### config.mk
export PLATFORM = sky130hd
export DESIGN_NAME = adc_result_port
export DESIGN_NICKNAME = d
export VERILOG_FILES = /design/src/rtl/adc_rb_pkg.sv /design/src/rtl/adc_slot_store.sv /design/src/rtl/adc_read_index.sv /design/src/rtl/adc_align_fmt.sv /design/src/rtl/adc_result_port.sv
export SDC_FILE = /design/constraint.sdc
export NUM_CORES = 1
export LEC_CHECK = 0
export ABC_AREA = 1
export BUFFER_PORTS_ARGS = -buffer_cell sky130_fd_sc_hd__buf_2
export CAP_MARGIN = 20
export CORE_AREA = 8 8 284 217
export DETAILED_ROUTE_END_ITERATION = 7
export DIE_AREA = 0 0 292 225
export GPL_ROUTABILITY_DRIVEN = 0
export PLACE_DENSITY_LB_ADDON = 0.15
export SYNTH_ARGS = -nofsm -noshare
export SYNTH_HDL_FRONTEND = slang
export SYNTH_SLANG_ARGS = --single-unit
### constraint.sdc
create_clock -name clk -period 3.6 [get_ports clk]
set_input_delay 0.18 -clock clk [delete_from_list [all_inputs] [get_ports clk]]
set_output_delay 0.18 -clock clk [all_outputs]
set_load 0.01 [all_outputs]
### src/rtl/adc_rb_pkg.sv
package adc_rb_pkg;

  // Justification of the sample inside the read word
  typedef enum logic {
    JUST_RIGHT = 1'b0,
    JUST_LEFT  = 1'b1
  } just_e;

endpackage

### src/rtl/adc_slot_store.sv
module adc_slot_store #(
  parameter int SLOTS    = 25,
  parameter int SAMPLE_W = 14,
  parameter int IDX_W    = 5
) (
  input  logic                clk,
  input  logic                rst,
  input  logic                wr_en,
  input  logic [IDX_W-1:0]    wr_slot,
  input  logic [SAMPLE_W-1:0] wr_value,
  input  logic [IDX_W-1:0]    rd_idx,
  output logic [SAMPLE_W-1:0] rd_value
);

  logic [SAMPLE_W-1:0] slot_q [SLOTS];

  // One register per slot; the reset clear rules out a RAM macro
  for (genvar g = 0; g < SLOTS; g++) begin : g_slot
    always_ff @(posedge clk) begin
      if (rst) begin
        slot_q[g] <= '0;
      end else if (wr_en && (wr_slot == IDX_W'(g))) begin
        slot_q[g] <= wr_value;
      end
    end
  end

  // Pointer values past the last slot match nothing and read as zero
  always_comb begin
    rd_value = '0;
    for (int s = 0; s < SLOTS; s++) begin
      if (rd_idx == IDX_W'(s)) rd_value = slot_q[s];
    end
  end

endmodule

### src/rtl/adc_read_index.sv
module adc_read_index #(
  parameter int SLOTS = 25,
  parameter int IDX_W = 5
) (
  input  logic             clk,
  input  logic             rst,
  input  logic             host_we,
  input  logic [IDX_W-1:0] host_idx,
  input  logic             advance,
  output logic [IDX_W-1:0] idx_q
);

  localparam logic [IDX_W-1:0] LAST = IDX_W'(SLOTS - 1);

  logic [IDX_W-1:0] idx_d;

  always_comb begin
    idx_d = idx_q;
    if (host_we) begin
      idx_d = host_idx;
    end else if (advance) begin
      idx_d = (idx_q >= LAST) ? '0 : idx_q + 1'b1;
    end
  end

  always_ff @(posedge clk) begin
    if (rst) idx_q <= '0;
    else     idx_q <= idx_d;
  end

endmodule

### src/rtl/adc_align_fmt.sv
module adc_align_fmt
  import adc_rb_pkg::*;
#(
  parameter int SAMPLE_W = 14,
  parameter int DATA_W   = 16
) (
  input  logic [SAMPLE_W-1:0] sample,
  input  just_e               mode,
  output logic [DATA_W-1:0]   word
);

  localparam int PAD = DATA_W - SAMPLE_W;

  always_comb begin
    if (mode == JUST_LEFT) word = {sample, {PAD{1'b0}}};
    else                   word = {{PAD{sample[SAMPLE_W-1]}}, sample};
  end

endmodule

### src/rtl/adc_result_port.sv
module adc_result_port
  import adc_rb_pkg::*;
#(
  parameter int SLOTS    = 25,
  parameter int SAMPLE_W = 14,
  parameter int DATA_W   = 16,
  parameter int IDX_W    = $clog2(SLOTS)
) (
  input  logic                clk,
  input  logic                rst,
  input  logic                cnv_we,
  input  logic [IDX_W-1:0]    cnv_slot,
  input  logic [SAMPLE_W-1:0] cnv_value,
  input  logic                ptr_we,
  input  logic [IDX_W-1:0]    ptr_wdata,
  input  logic                rd_stb,
  input  logic                cfg_sel,
  input  logic                left_just,
  input  logic [DATA_W-1:0]   cfg_view,
  output logic [DATA_W-1:0]   rd_word,
  output logic [IDX_W-1:0]    ptr
);

  logic [SAMPLE_W-1:0] sample;
  logic [DATA_W-1:0]   fmt_word;
  logic                data_read;
  just_e               mode;

  assign data_read = rd_stb && !cfg_sel;
  assign mode      = just_e'(left_just);

  adc_slot_store #(
    .SLOTS(SLOTS), .SAMPLE_W(SAMPLE_W), .IDX_W(IDX_W)
  ) u_store (
    .clk(clk), .rst(rst),
    .wr_en(cnv_we), .wr_slot(cnv_slot), .wr_value(cnv_value),
    .rd_idx(ptr), .rd_value(sample)
  );

  adc_read_index #(
    .SLOTS(SLOTS), .IDX_W(IDX_W)
  ) u_index (
    .clk(clk), .rst(rst),
    .host_we(ptr_we), .host_idx(ptr_wdata),
    .advance(data_read), .idx_q(ptr)
  );

  adc_align_fmt #(
    .SAMPLE_W(SAMPLE_W), .DATA_W(DATA_W)
  ) u_fmt (
    .sample(sample), .mode(mode), .word(fmt_word)
  );

  assign rd_word = cfg_sel ? cfg_view : fmt_word;

endmodule

==> flow_summary.toml <==
[run_status]
outcome = "finished, violations left"
failed_checks = "setup timing"

[clock_network]
clkTransAtPathRegs_ns = 0.07
cts_buffer_depth = 3
clkLatencyLatePin_ns = 0.55
cts_tree = "done"
cts-buffers-inserted = 40
h-tree-depth = 2
cts-root-buf = "clkbuf_16"
cts.sinks = 355

[drt]
m1WireLength_um = 29200
wl_met2_um = 22000
wire_per_inst_um = 18.9
drc = 0
drt_first_pass_iters = 5
top_layer_used = "met4"
via_count = 13700
routed-wl-met3_um = 2820
routed_wl_um = 54600
viasPerCell = 4.72
antenna_left = 0
drt_iter0_drc = 1006

[timing]
setup_slack_ns = -0.604
relSlewSlack = 0.415
maxSlewViolCount = 0
hold_violations = 0
fin_crit_sh = 1.17
clock.fmax_mhz = 238
fin_crit_ns = 4.20
fin_worst_skew_ns = 0.0111
rsz0062_at_grt = "yes"
setup_viol = 16
tightestPinTransition_ns = 0.877

[yosys]
synth.top_cells.by_count = "552 x nand2_1, 402 x nor2_1, 350 x edfxtp_1"
yosys.area.top_type = "edfxtp_1"
synth-seq-cells = 355
avgSynthCellArea_um2 = 8.82
synth.distinct_cells = 35
yosysMostFrequentCell = "nand2_1"
synthTopCellsByArea = "edfxtp_1 60%, nand2_1 12%, nor2_1 8.6%, nand3_1 4.4%, inv_1 3.7%"
synth_top_area_frac = 0.601
syn_inst = 1983
netlist_area_mm2 = 0.0175
synth_warnings = 0
synth_ff_type = "edfxtp_1"
synth.net_count = 2035
async_reset_ff_frac = 0
synth_edf_count = 350
seq_area_frac_synth = 0.607

[final_layout]
fillCellCount = 5696
drive_gt1_frac = 0.233
regArea_mm2 = 0.0106
syn2layout_area_growth_pct = 23.2
diodes = 0
instances_no_fill = 2893
multiInputGateArea_mm2 = 0.00643
fin_nets = 2176

[power]
cellLeakagePower_nw = 8.88
power.density_mw_per_mm2 = 473
switching_share = 0.270
seqPwrFrac = 0.474
p_sw_mw = 2.75
intPower_mw = 7.44
ir_drop_v = 0.000321
combPwrFrac = 0.144
clkPwrFrac = 0.382

[setup_path]
cp-startpoint = "u_index.idx_q[1]$_SDFFE_PP0P_"
crit_type = "reg -> out"
end_kind = "primary output"
rr_startpoint = "u_index.idx_q[4]$_SDFFE_PP0P_"
crit_arrival_ns = 4.02
start_kind = "flip-flop"
crit_path_max_incr_delay_ns = 0.38
worstPathRequired_ns = 3.42
cp_max_fo = 4
ff2ff_setup_slack_ns = 1.44
crit_slowest_cell = "dfxtp_4"

[floorplan]
core_area_mm2 = 0.0570
die_w_um = 292
die-area_mm2 = 0.0657
rows = 76
ioPinCount = 68
die_h_um = 225
start_util = 0.307

[global_route]
overflow = 0
grt.total_usage = 0.162
grt_pass1_vias = 13200
grt_first_pass_wirelength_um = 82800
grt_max_degree = 51
antenna_found_initial = 0

[flow_run]
maxCapViolCount = 0

[placement]
dp_cells = 2793
dpl_worst_slack_ns = -0.384
numPortBuffers = 67
post-dp-hpwl_um = 37100

[min_path]
worstHoldStart = "ptr_we"
hold_class = "in -> reg"
## area by class of cell
class / instances / area share
timing repair buffer: 206 / 0.0746
clock inverter: 18 / 0.00511
tap: 741 / 0.0430
inverter: 198 / 0.0351
multi-input combinational: 1323 / 0.299
sequential: 355 / 0.493
clock buffer: 52 / 0.0505
## power by group through the flow
stage	Clock, mW	Combinational (mW)	Sequential (mW)
CTS	3.97	1.38	4.83
global placement	0	1.23	4.91
detailed placement	0	1.24	4.92
floorplan	0	0.666	4.89
finish	3.89	1.46	4.83
global route	4.13	1.61	4.85
## what timing repair did
item                       4_1_cts  5_1_grt
pin swaps                       51       87
gates resized for setup        133       87
hold buffers                    10        0
buffers inserted                10       10
gates cloned                     1        0
hold endpoints to repair         5        0
setup endpoints to repair       16       16
## kinds of logic (layout without fill, tap and decap cells)
group | Yosys count | after routing | share of synthesized area
buffers and inverters | 306 | 474 | 0.0686
AOI/OAI and AO/OA | 113 | 113 | 0.0358
and+or+nand+nor | 1204 | 1205 | 0.285
adders and majority gates | 5 | 5 | 0.00358
DFF | 355 | 355 | 0.607
## registers in the layout, summed over array words and instances (netlist names)
signal / flops
u_store.slot_q: 350
u_index.idx_q: 5
## cells in the final DEF, fill, tap and decap left out, drive strengths merged, types with 11 or more instances in the layout
master  netlist  layout
clkbuf       84      52
nand4        12      12
nor2        411     411
a21oi        11      11
o21ai        79      79
edfxtp      350     350
buf          24     196
inv         182     183
clkinv       16      31
nand3       156     156
or2          67      67
nand2       556     557
## path summary, 6_finish.rpt
check             cells past startpoint                             to
setup / recovery                     32                     rd_word[8]
hold / removal                        3  u_index.idx_q[4]$_SDFFE_PP0P_
setup reg to reg                      7  u_index.idx_q[0]$_SDFFE_PP0P_
hold reg to reg                       3  u_index.idx_q[3]$_SDFFE_PP0P_
## routing by layer
layer / up-vias / GRT usage
met5: - / 0
met2: 343 / 0.231
met3: 52 / 0.0241
met1: 6616 / 0.258
met4: 0 / 0.0275
li1: 6655 / -
## stage by stage
stage	TNS, ns	instance area, µm²	hold slack, ns	utilization	power (mW)
3_5_place_dp	-4.38	19300	0.456	0.338	6.16
6_report	-8.50	21500	0.0274	0.378	10.2
4_1_cts	-9.52	21200	0.0111	0.371	10.2
3_3_place_gp	-3.70	19200	0.460	0.337	6.14
2_1_floorplan	0	17500	0.249	-	5.56
5_1_grt	-13.22	21500	0.0248	0.378	10.6
## worst max-delay path, delay by kind of cell (launching register included)
family                     cells  cell delay, ns
adders and majority gates      1            0.15
buffers and inverters          4            0.39
DFF                            1            0.38
and+or+nand+nor               27            2.55
Note: power is estimated with default switching activity, not from simulation.
